===== src/rtl/bdw_pkg.sv =====
// Shared types for the burst device write sequencer.
package bdw_pkg;
    // Sequencer phases: idle, write in progress, waiting for next entry, recovery.
    typedef enum logic [1:0] {
        ST_IDLE  = 2'd0,
        ST_WRITE = 2'd1,
        ST_NEXT  = 2'd2,
        ST_POST  = 2'd3
    } seq_state_t;
endpackage


===== src/rtl/bdw_wait_ctl.sv =====
// Per-write wait-state timer.
// Counts the cycles of the current write and tells the sequencer when the
// write is over. A wait request is honoured only if it is seen at least two
// cycles before the end of the window (so only with a window of 3 or more);
// once honoured, the count is frozen and the write ends in the cycle the wait
// input is seen low.
// Assumes op_start is high on the edge that loads a new write onto the bus.
module bdw_wait_ctl #(
    parameter int DLY_W = 4
) (
    input  logic             clk,
    input  logic             rst_n,
    input  logic             op_start,
    input  logic             op_active,
    input  logic [DLY_W-1:0] wws,
    input  logic             wait_i,
    output logic             op_end
);
    localparam int EW = DLY_W + 2;

    logic [DLY_W-1:0] wcnt;
    logic             stall;
    logic [DLY_W-1:0] last_ofs;
    logic             early;
    logic             take_wait;

    // Offset of the final cycle of the window; a zero window behaves as one.
    always_comb last_ofs = (wws == '0) ? '0 : wws - DLY_W'(1);

    // Wait is eligible when the offset leaves at least two further cycles.
    always_comb early = (EW'(wcnt) + EW'(3)) <= EW'(wws);

    // Decide whether the wait input is taken this cycle and whether the write ends.
    always_comb begin
        take_wait = op_active && !stall && early && wait_i;
        op_end    = op_active && (stall ? !wait_i : (wcnt == last_ofs));
    end

    // Offset counter and stall flag.
    always_ff @(posedge clk) begin
        if (!rst_n) begin
            wcnt  <= '0;
            stall <= 1'b0;
        end else if (op_start) begin
            wcnt  <= '0;
            stall <= 1'b0;
        end else if (take_wait) begin
            stall <= 1'b1;
        end else if (op_active && !stall && !op_end) begin
            wcnt <= wcnt + DLY_W'(1);
        end
    end
endmodule


===== src/rtl/bdw_strobe_gen.sv =====
// Chip-select and byte write enable timing.
// A saturating counter measures cycles since the transaction started; chip
// select and each lane's write enable turn on once their delay has passed and
// stay on for as long as run is high, so they do not drop between burst writes.
// Assumes txn_start is high on the edge that loads the first entry.
module bdw_strobe_gen #(
    parameter int DLY_W = 4,
    parameter int LANES = 2
) (
    input  logic             clk,
    input  logic             rst_n,
    input  logic             txn_start,
    input  logic             run,
    input  logic [DLY_W-1:0] csd,
    input  logic [DLY_W-1:0] bwd,
    input  logic [LANES-1:0] lanes,
    output logic             cs,
    output logic [LANES-1:0] bwe
);
    localparam int CNT_W = DLY_W + 1;
    localparam logic [CNT_W-1:0] CNT_MAX = '1;

    logic [CNT_W-1:0] tcnt;
    logic             we_on;

    // Cycles since transaction start, held at its maximum.
    always_ff @(posedge clk) begin
        if (!rst_n)
            tcnt <= '0;
        else if (txn_start)
            tcnt <= '0;
        else if (tcnt != CNT_MAX)
            tcnt <= tcnt + CNT_W'(1);
    end

    // Delay comparisons.
    always_comb begin
        cs    = run && (tcnt >= CNT_W'(csd));
        we_on = run && (tcnt >= CNT_W'(bwd));
    end

    // One gated enable per byte lane.
    for (genvar g = 0; g < LANES; g++) begin : g_lane
        assign bwe[g] = we_on && lanes[g];
    end
endmodule


===== src/rtl/bdw_seq.sv =====
// Burst external device write sequencer (top).
// Takes write entries over valid/ready, drives them onto an asynchronous
// device bus with programmable chip-select, write-enable, wait and recovery
// timing, and in burst mode keeps strobes asserted across back-to-back writes.
// Assumes configuration is stable at the moment a transaction is accepted;
// it is captured there and ignored afterwards.
module bdw_seq #(
    parameter int ADDR_W = 26,
    parameter int DATA_W = 16,
    parameter int DLY_W  = 4
) (
    input  logic                   clk,
    input  logic                   rst_n,
    input  logic                   cfg_burst,
    input  logic                   cfg_buf_en,
    input  logic [DLY_W-1:0]       cfg_cs_dly,
    input  logic [DLY_W-1:0]       cfg_we_dly,
    input  logic [DLY_W-1:0]       cfg_wait_cyc,
    input  logic [DLY_W-1:0]       cfg_recover_cyc,
    input  logic                   req_valid,
    output logic                   req_ready,
    input  logic [ADDR_W-1:0]      req_addr,
    input  logic [DATA_W-1:0]      req_data,
    input  logic [DATA_W/8-1:0]    req_lanes,
    input  logic                   req_last,
    input  logic                   dev_wait,
    output logic [ADDR_W-1:0]      bus_addr,
    output logic [DATA_W-1:0]      bus_data,
    output logic                   bus_rw_n,
    output logic                   bus_dir,
    output logic                   bus_buf_en,
    output logic                   bus_cs,
    output logic [DATA_W/8-1:0]    bus_bwe,
    output logic                   done
);
    import bdw_pkg::*;

    localparam int LANES = DATA_W / 8;

    seq_state_t        st;
    logic [LANES-1:0]  lanes_q;
    logic              last_q;
    logic              burst_q;
    logic              buf_q;
    logic [DLY_W-1:0]  csd_q;
    logic [DLY_W-1:0]  bwd_q;
    logic [DLY_W-1:0]  wws_q;
    logic [DLY_W-1:0]  pwd_q;
    logic [DLY_W-1:0]  pcnt;
    logic              done_q;
    logic              op_end;
    logic              more;
    logic              fire;
    logic              txn_start;
    logic              in_write;
    logic              run;

    // Handshake decode: ready when idle, when holding for an entry, or when a
    // burst write is finishing and has a successor.
    always_comb begin
        more      = burst_q && !last_q;
        in_write  = (st == ST_WRITE);
        run       = (st == ST_WRITE) || (st == ST_NEXT);
        req_ready = (st == ST_IDLE) || (st == ST_NEXT) ||
                    (in_write && op_end && more);
        fire      = req_valid && req_ready;
        txn_start = fire && (st == ST_IDLE);
    end

    // Per-write wait window.
    bdw_wait_ctl #(.DLY_W(DLY_W)) u_wait (
        .clk      (clk),
        .rst_n    (rst_n),
        .op_start (fire),
        .op_active(in_write),
        .wws      (wws_q),
        .wait_i   (dev_wait),
        .op_end   (op_end)
    );

    // Chip select and byte enables.
    bdw_strobe_gen #(.DLY_W(DLY_W), .LANES(LANES)) u_strobe (
        .clk      (clk),
        .rst_n    (rst_n),
        .txn_start(txn_start),
        .run      (run),
        .csd      (csd_q),
        .bwd      (bwd_q),
        .lanes    (lanes_q),
        .cs       (bus_cs),
        .bwe      (bus_bwe)
    );

    // Capture configuration at transaction start only.
    always_ff @(posedge clk) begin
        if (!rst_n) begin
            burst_q <= 1'b0;
            buf_q   <= 1'b0;
            csd_q   <= '0;
            bwd_q   <= '0;
            wws_q   <= '0;
            pwd_q   <= '0;
        end else if (txn_start) begin
            burst_q <= cfg_burst;
            buf_q   <= cfg_buf_en;
            csd_q   <= cfg_cs_dly;
            bwd_q   <= cfg_we_dly;
            wws_q   <= cfg_wait_cyc;
            pwd_q   <= cfg_recover_cyc;
        end
    end

    // Load each accepted entry onto the bus registers.
    always_ff @(posedge clk) begin
        if (!rst_n) begin
            bus_addr <= '0;
            bus_data <= '0;
            lanes_q  <= '0;
            last_q   <= 1'b0;
        end else if (fire) begin
            bus_addr <= req_addr;
            bus_data <= req_data;
            lanes_q  <= req_lanes;
            last_q   <= req_last;
        end
    end

    // Phase sequencing, recovery counting and the done pulse.
    always_ff @(posedge clk) begin
        if (!rst_n) begin
            st     <= ST_IDLE;
            pcnt   <= '0;
            done_q <= 1'b0;
        end else begin
            done_q <= 1'b0;
            unique case (st)
                ST_IDLE: begin
                    if (fire) st <= ST_WRITE;
                end
                ST_WRITE: begin
                    if (op_end) begin
                        if (more) begin
                            if (!req_valid) st <= ST_NEXT;
                        end else if (pwd_q == '0) begin
                            st     <= ST_IDLE;
                            done_q <= 1'b1;
                        end else begin
                            st   <= ST_POST;
                            pcnt <= '0;
                        end
                    end
                end
                ST_NEXT: begin
                    if (req_valid) st <= ST_WRITE;
                end
                ST_POST: begin
                    if (pcnt == pwd_q - DLY_W'(1)) begin
                        st     <= ST_IDLE;
                        done_q <= 1'b1;
                    end else begin
                        pcnt <= pcnt + DLY_W'(1);
                    end
                end
                default: st <= ST_IDLE;
            endcase
        end
    end

    // Direction and buffer lines follow the busy phases.
    always_comb begin
        bus_rw_n   = (st == ST_IDLE);
        bus_dir    = (st != ST_IDLE);
        bus_buf_en = (st != ST_IDLE) && buf_q;
        done       = done_q;
    end
endmodule


===== config.mk =====
export PLATFORM = sky130hd
export DESIGN_NAME = bdw_seq
export DESIGN_NICKNAME = d
export VERILOG_FILES = /design/src/rtl/bdw_pkg.sv /design/src/rtl/bdw_wait_ctl.sv /design/src/rtl/bdw_strobe_gen.sv /design/src/rtl/bdw_seq.sv
export SDC_FILE = /design/constraint.sdc
export NUM_CORES = 1
export LEC_CHECK = 0
export CORE_MARGIN = 4
export CORE_UTILIZATION = 42
export DETAILED_ROUTE_END_ITERATION = 10
export GPL_TIMING_DRIVEN = 0
export PLACE_DENSITY = 0.84
export SLEW_MARGIN = 20
export SYNTH_ARGS = -nofsm -noshare
export SYNTH_HDL_FRONTEND = slang
export SYNTH_HIERARCHICAL = 1
export SYNTH_SLANG_ARGS = --single-unit
export TNS_END_PERCENT = 50

===== constraint.sdc =====
create_clock -name clk -period 2.35 [get_ports clk]
set_clock_uncertainty 0.15 [all_clocks]
set_input_delay 0.3525 -clock clk [delete_from_list [all_inputs] [get_ports clk]]
set_output_delay 0.3525 -clock clk [all_outputs]
set_load 0.01 [all_outputs]

# ---- Word level (Yosys, flattened, before mapping)
# Index checks and enable logic that the tools add are counted.
dict set report totals {
  regBits 80
  inputBits 67
  output_inout_bits 50
}
dict set report classes {
  n_addsub 6
  magnitude_cmp 3
  eq_ne 14
  mux 20
  n_bitwise 2
  n_reduce_logical 32
}
# operator count
set op_table {}
lappend op_table {{4-bit 2-to-1 mux} 5}
lappend op_table {{1-bit logical AND} 15}
lappend op_table {{2-bit 2-to-1 mux} 7}
lappend op_table {{2-bit inequality test, second input constant} 6}
lappend op_table {{5-bit by 4-bit greater-or-equal comparator with 1-bit output} 2}
lappend op_table {{5-bit AND reduction} 2}
lappend op_table {{4-bit by 1-bit adder with 4-bit output, second input constant} 2}
lappend op_table {{4-bit equality test} 2}
lappend op_table {{4-bit logical NOT} 2}
lappend op_table {{2-bit case mux with 4 select lines} 1}
lappend op_table {{4-bit case mux with 2 select lines} 1}
lappend op_table {{4-bit by 1-bit subtractor with 4-bit output, second input constant} 2}
lappend op_table {{6-bit by 4-bit <= comparator with 1-bit output} 1}
lappend op_table {{4-bit by 2-bit adder with 5-bit output, second input constant} 1}
lappend op_table {{5-bit by 1-bit adder with 5-bit output, second input constant} 1}
lappend op_table {{1-bit 2-to-1 mux} 5}
lappend op_table {{5-bit inequality test, second input constant} 1}
lappend op_table {{2-bit equality test, second input constant} 2}
lappend op_table {{1-bit logical NOT} 4}
lappend op_table {{2-bit nonzero test} 2}
lappend op_table {{2-bit OR reduction} 2}
lappend op_table {{1-bit logical OR} 3}
lappend op_table {{3-bit inequality test, second input constant} 1}
lappend op_table {{2-bit by 1-bit equality test with 1-bit output, second input constant} 1}
lappend op_table {{other kinds (5)} 6}

# ---- Logic depth before layout (Yosys ltp)
# Gate-level depths: netlist of the first run.
dict set report depth {
  word_depth 11
  ltp_mapped 14
}

# ---- By module
# Netlist of the first run, hierarchy kept.
# module instances cells_each area_per_inst_um2 seq_area_each_um2
set by_module_without_submodules {}
lappend by_module_without_submodules {bdw_seq 1 345 2706.3 1401.3}
lappend by_module_without_submodules {bdw_wait_ctl 1 72 558.0 100.1}
lappend by_module_without_submodules {bdw_strobe_gen 1 49 432.9 100.1}

# ---- Least setup slack after synthesis of the first run
# No wires, ideal clock.
dict set report synth_timing {
  kind {register to register}
  start {register u_wait.wcnt[0]}
  end {register u_wait.stall}
  setup_ns 0.118
  arrival_time_ns 2.470
  t_required_ns 2.082
  slack_ns -0.388
  stages_incl_launch_ff 15
  path_buffers 2
  period_less_slack_ns 2.738
  path_cell_list {dfxtp_1 -> buf_2 -> nor3_1 -> a31oi_1 -> o311ai_2 -> nand3_1 -> o21ai_0 -> and2_1 -> nand2_1 -> o21ai_1 -> nand2_1 -> inv_2 -> buf_2 -> nand2b_1 -> nor2_1}
}
dict set report synth_between {
  elab_chain_cells 8
  elab_cells_between_ends 12
}
# element line
set synth_rtl {}
lappend synth_rtl {{start, declared} bdw_wait_ctl.sv:21} ;# logic [DLY_W-1:0] wcnt;
lappend synth_rtl {{start signal, assigned} bdw_wait_ctl.sv:50} ;# wcnt <= wcnt + DLY_W'(1);
lappend synth_rtl {{4-bit equality test} bdw_wait_ctl.sv:36} ;# op_end = op_active && (stall ? !wait_i : (wcnt == last_ofs));
lappend synth_rtl {{1-bit 2-to-1 mux} bdw_wait_ctl.sv:36}
lappend synth_rtl {{1-bit logical AND} bdw_wait_ctl.sv:36}
lappend synth_rtl {{named net op_end} bdw_seq.sv:51} ;# logic op_end;
lappend synth_rtl {{1-bit logical AND (2 in series)} bdw_seq.sv:65} ;# (in_write && op_end && more);
lappend synth_rtl {{1-bit logical OR} bdw_seq.sv:64} ;# req_ready = (st == ST_IDLE) || (st == ST_NEXT) ||
lappend synth_rtl {{named net req_ready} bdw_seq.sv:21} ;# output logic req_ready,
lappend synth_rtl {{1-bit logical AND} bdw_seq.sv:66} ;# fire = req_valid && req_ready;
lappend synth_rtl {{named net fire} bdw_seq.sv:53} ;# logic fire;
lappend synth_rtl {{2-bit OR reduction (no source line)} --}
lappend synth_rtl {{end signal, assigned} bdw_wait_ctl.sv:43} ;# stall <= 1'b0;
lappend synth_rtl {{end signal, assigned} bdw_wait_ctl.sv:46} ;# stall <= 1'b0;
lappend synth_rtl {{end signal, assigned} bdw_wait_ctl.sv:48} ;# stall <= 1'b1;
lappend synth_rtl {{end, declared} bdw_wait_ctl.sv:22} ;# logic stall;
# The timed path passes the listed nets, and every way through them passes these cells.
# A chain may end at the register's enable or synchronous reset.

# ---- Final worst setup path of the first run
dict set report layout_timing {
  start {register wws_q[3]}
  end {register bus_addr[23]}
}
dict set report layout_between {
  elab_chain_cells 9
  elab_cells_between_ends 10
}
# element line
set layout_rtl {}
lappend layout_rtl {{start, declared} bdw_seq.sv:47} ;# logic [DLY_W-1:0] wws_q;
lappend layout_rtl {{start signal, assigned} bdw_seq.sv:108} ;# wws_q <= cfg_wait_cyc;
lappend layout_rtl {{4-bit by 1-bit subtractor with 4-bit output / 4-bit logical NOT (equally long branches)} bdw_wait_ctl.sv:28} ;# always_comb last_ofs = (wws == '0) ? '0 : wws - DLY_W'(1);
lappend layout_rtl {{4-bit 2-to-1 mux (*)} bdw_wait_ctl.sv:28}
lappend layout_rtl {{4-bit equality test (*)} bdw_wait_ctl.sv:36}
lappend layout_rtl {{1-bit 2-to-1 mux (*)} bdw_wait_ctl.sv:36}
lappend layout_rtl {{1-bit logical AND (*)} bdw_wait_ctl.sv:36}
lappend layout_rtl {{named net op_end} bdw_seq.sv:51}
lappend layout_rtl {{1-bit logical AND (*) (2 in series)} bdw_seq.sv:65}
lappend layout_rtl {{1-bit logical OR (*)} bdw_seq.sv:64}
lappend layout_rtl {{1-bit logical AND (*)} bdw_seq.sv:66}
lappend layout_rtl {{end signal, assigned} bdw_seq.sv:121} ;# bus_addr <= req_addr;
lappend layout_rtl {{end, declared} bdw_seq.sv:27} ;# output logic [ADDR_W-1:0] bus_addr,
# Mark *: on every way through the listed nets, which the timed path passes. The rest lies on a longest branch.

==> results of run 1 <==
## cell usage after synthesis, types with 2 or more instances
cell / count
nand2_1: 139
o211ai_1: 3
o21ai_0: 6
inv_1: 29
o22ai_1: 4
xnor2_1: 12
dfxtp_1: 80
a21oi_1: 71
a21o_1: 2
nand2b_1: 6
ha_1: 22
nand3_1: 6
clkbuf_1: 13
a31oi_1: 3
nor3_1: 4
nor2b_1: 7
or4_1: 3
xor2_1: 3
nor3b_1: 3
buf_2: 6
and2_1: 2
mux2i_1: 5
nor2_1: 12
## stage by stage
stage               cell area (um^2)  utilization (%)  hold WS, ps  power (W)  cells
finish                          5950             71.0          309    0.00534    722
global route                    5950             71.0          327    0.00561    722
CTS                             5460             65.1          306    0.00486    709
detailed placement              5020             59.9          296    0.00343    687
global placement                5020             59.9          287    0.00336    687
floorplan                       3730                -          282    0.00273    466
## routing by layer
metal	part of all wire, %	global-route usage (%)	vias up
met1	39	23.1	1780
met2	51	37.6	148
met5	0	0	-
met3	8.0	6.62	23
li1	-	-	1834
met4	2.3	8.48	0
## critical path, delay by kind of cell (launching register included)
kind	cells	cell delay [ps]
buffers and inverters	3	440
AO/OA/AOI/OAI	5	880
flip-flops	1	370
AND/OR/NAND/NOR	6	730
## logic make-up (layout without fill, tap and decap cells)
family	after synthesis	after routing
buffers and inverters	51	201
adders and majority gates	22	22
DFF	80	80
xor gates and xnor gates	15	15
and+or+nand+nor	190	191
muxes	5	5
AOI/OAI and AO/OA	103	103
## cell type report
cell class / count / area [um^2]
fill: 584 / 2430
tap: 105 / 131
timing repair inverter: 2 / 23.8
sequential: 80 / 1630
clock buffer: 10 / 128
timing repair buffer: 134 / 1370
inverter: 31 / 130
clock inverter: 5 / 106
multi-input combinational: 336 / 2270
buffer: 19 / 163
## cell usage in the layout (no fill, tap or decap), types with 4 or more instances in the layout
| master | n |
|---|---|
| nand2_1 | 112 |
| inv_1 | 28 |
| a21oi_2 | 28 |
| o21ai_0 | 4 |
| nand3_1 | 5 |
| buf_8 | 6 |
| buf_6 | 4 |
| nor2b_1 | 7 |
| ha_1 | 19 |
| nand2b_1 | 4 |
| clkbuf_8 | 10 |
| dfxtp_1 | 70 |
| clkbuf_16 | 4 |
| clkbuf_1 | 9 |
| nor2_1 | 12 |
| mux2i_1 | 5 |
| nand2_4 | 19 |
| buf_4 | 12 |
| dfxtp_4 | 5 |
| dfxtp_2 | 5 |
| a21oi_1 | 43 |
| nand2_2 | 8 |
| xnor2_1 | 12 |
| clkdlybuf4s50_1 | 112 |
## state kept, by name, indices dropped and copies added (netlist names), 4 cells and up
signal / flops
csd_q: 4
wws_q: 4
bwd_q: 4
pwd_q: 4
u_strobe/tcnt: 5
bus_data: 16
pcnt: 4
bus_addr: 26
u_wait/wcnt: 4
## power groups by stage
stage / combinational [W] / sequential, W / clock [W]
floorplan: 0.000986 / 0.00174 / 0
global placement: 0.00166 / 0.00170 / 0
detailed placement: 0.00172 / 0.00172 / 0
CTS: 0.00194 / 0.00169 / 0.00123
global route: 0.00261 / 0.00172 / 0.00128
finish: 0.00242 / 0.00170 / 0.00121
## final timing paths
| path | from | to | slack [ps] | cells after the start |
|---|---|---|---|---|
| setup / recovery | wws_q[3] | bus_addr[23] | -290 | 14 |
| hold / removal | bwd_q[3] | bwd_q[3] | 310 | 2 |
| setup reg to reg | wws_q[3] | bus_addr[23] | -290 | 14 |
| hold reg to reg | bwd_q[3] | bwd_q[3] | 310 | 2 |
## repair_timing
action,in CTS,in global routing
resized for setup,54,98
buffers inserted,6,8
endpoints found under the setup margin,63,70
pin swaps,7,46
gates cloned,1,6
hold buffers,0,0
==> impl_results.md, run 1 <==
* Status: complete, but fails checks
* Height of the die at about 100 um
* Post-synthesis xor/xnor area fraction at between 3 and 4%
* MaxCap Viol Count at 0
* Logic pwr share at 45.4%
* Clock Tree Buf Depth at 2
* Maximum achievable frequency at roughly 380 MHz
* Max Slew Vio Count at 0
* Post-route ant nets at 0
* Crit. End Element: flip-flop
* Pre-antenna DRT Iters at 5
* Final setup fails at 58
* Combinational family with the most area after synthesis: simple AND/OR/NAND/NOR gates
* Switching Fraction at 35.3%
* Max incr delay on CP at 370 ps
* First-pass GRT wire length at roughly 17000 um
* RSZ-0062 raised after global routing: yes
* Mapped Area at roughly 3700 um^2
* Synth area leaders: dfxtp_1 43%, nand2_1 14%, a21oi_1 9.6%
* Core area at about 8400 um^2
* Distinct cells, synth at between 40 and 50
* Worst EP arrival at around 2800 ps
* Post-synthesis adder-cell area fraction at roughly 7.4%
* Post-synth top area cell: dfxtp_1
* # DRC at 0
* CTS tree: built
* Clock root cell: clkbuf_8
* Starting Density at 44.1%
* Synthesized flop and latch total at 80
* DR vias/cell at between 5 and 6
* Switching component of the power at around 0.0019 W
* YS warnings at 6
* P&R area growth vs syn at 60.9%
* Worst path slowest cell: dfxtp_4
* Diode count at 0
* Clk sinks at 80
* Detailed Place HPWL at between 7000 and 8000 um
* Class of the worst hold path: flip-flop to flip-flop
* Fin. Hold Viols at 0
* Routed len/inst at around 17 um
* Failing checks: setup timing
* RePlAce Congestion at roughly 0.86
* Synth Area in Compound Gates at 16.4%
* Initial antenna violation count at 0
* Number of flops mapped to enable cells by yosys at 0
* Sequential fraction of design power at 31.9%
* Async SR Flop Fraction at 0%
* Port bufs at between 100 and 150
* Rel. slew slack at ~54%
* Placement Rows at 33
* Crit start category: flip-flop
* Static Leak at 2.33 nW
* Gr ovfl total at 0
* H-tree depth at 3
* Mux contribution to synthesized area at 1.35%
* Vias in the first global route at around 3700
* TNS Setup at -10730 ps
* Dpl ws at -543 ps
* Tcrit/Tclk final at 113%
* Pwr per Cell Area at approximately 900 nW/um^2
* Gr usage total at between 20% and 30%
* Die extent in x at 102 um
* Worst-path clk slew at 80 ps
* I/O pin count at around 120
* Syn Nets at 555
* Net count reported at finish at around 700
* Die ar. at about 10000 um^2
* Worst setup margin at -295 ps
* Worst-Skew Late Latency at approximately 350 ps
* Crit path required time at approximately 2500 ps
* Setup CP Type: flip-flop to flip-flop
* Critical-path cell list: nor3_2 > a31oi_1 > o311ai_2 > nand3_1 > o21ai_1 > and2_4 > nand2_4 > o21ai_4 > buf_6 > nand2_8 > buf_4 > clkinvlp_4 > nand2_1 > a21oi_1
* Critical path fanouts, max at 7
* Int Power at around 0.0035 W
* Seq/Total Area, Yosys at 43.3%
* Pin count of the biggest net entering global routing at 14
* Tmin final at around 2600 ps
* CTS buffer count at 9
* Worst-Margin Slew at between 600 and 700 ps
* Avg Inst Size Synth at a little under 8 um^2
* Simple-gate share of the synthesized area at a little under a quarter
* Max IR drop VDD at 0.000554 V
* Main flop type after synthesis: dfxtp_1
* 1st-iter DRT viols at 134
* DR vias at 3785
* Share of the synthesized area in the top cell type at a little over two fifths
* Clock power frac at between 20 and 25%
* Final WL at 12000 um
* Cell count after synthesis at around 470
* Layout cells sized above 1 at between 20% and 30%
Note: power is estimated with default switching activity, not from simulation.
==> inputs of run 2 (changes only) <==
--- a/config.mk
+++ b/config.mk
@@ -10,7 +10,7 @@
 export DETAILED_ROUTE_END_ITERATION = 10
 export GPL_TIMING_DRIVEN = 0
 export PLACE_DENSITY = 0.84
-export SLEW_MARGIN = 20
+export SLEW_MARGIN = 40
 export SYNTH_ARGS = -nofsm -noshare
 export SYNTH_HDL_FRONTEND = slang
 export SYNTH_HIERARCHICAL = 1
==> results of run 2 <==
Same layout as run 1: the final DEF is identical, and so are final timing and power.
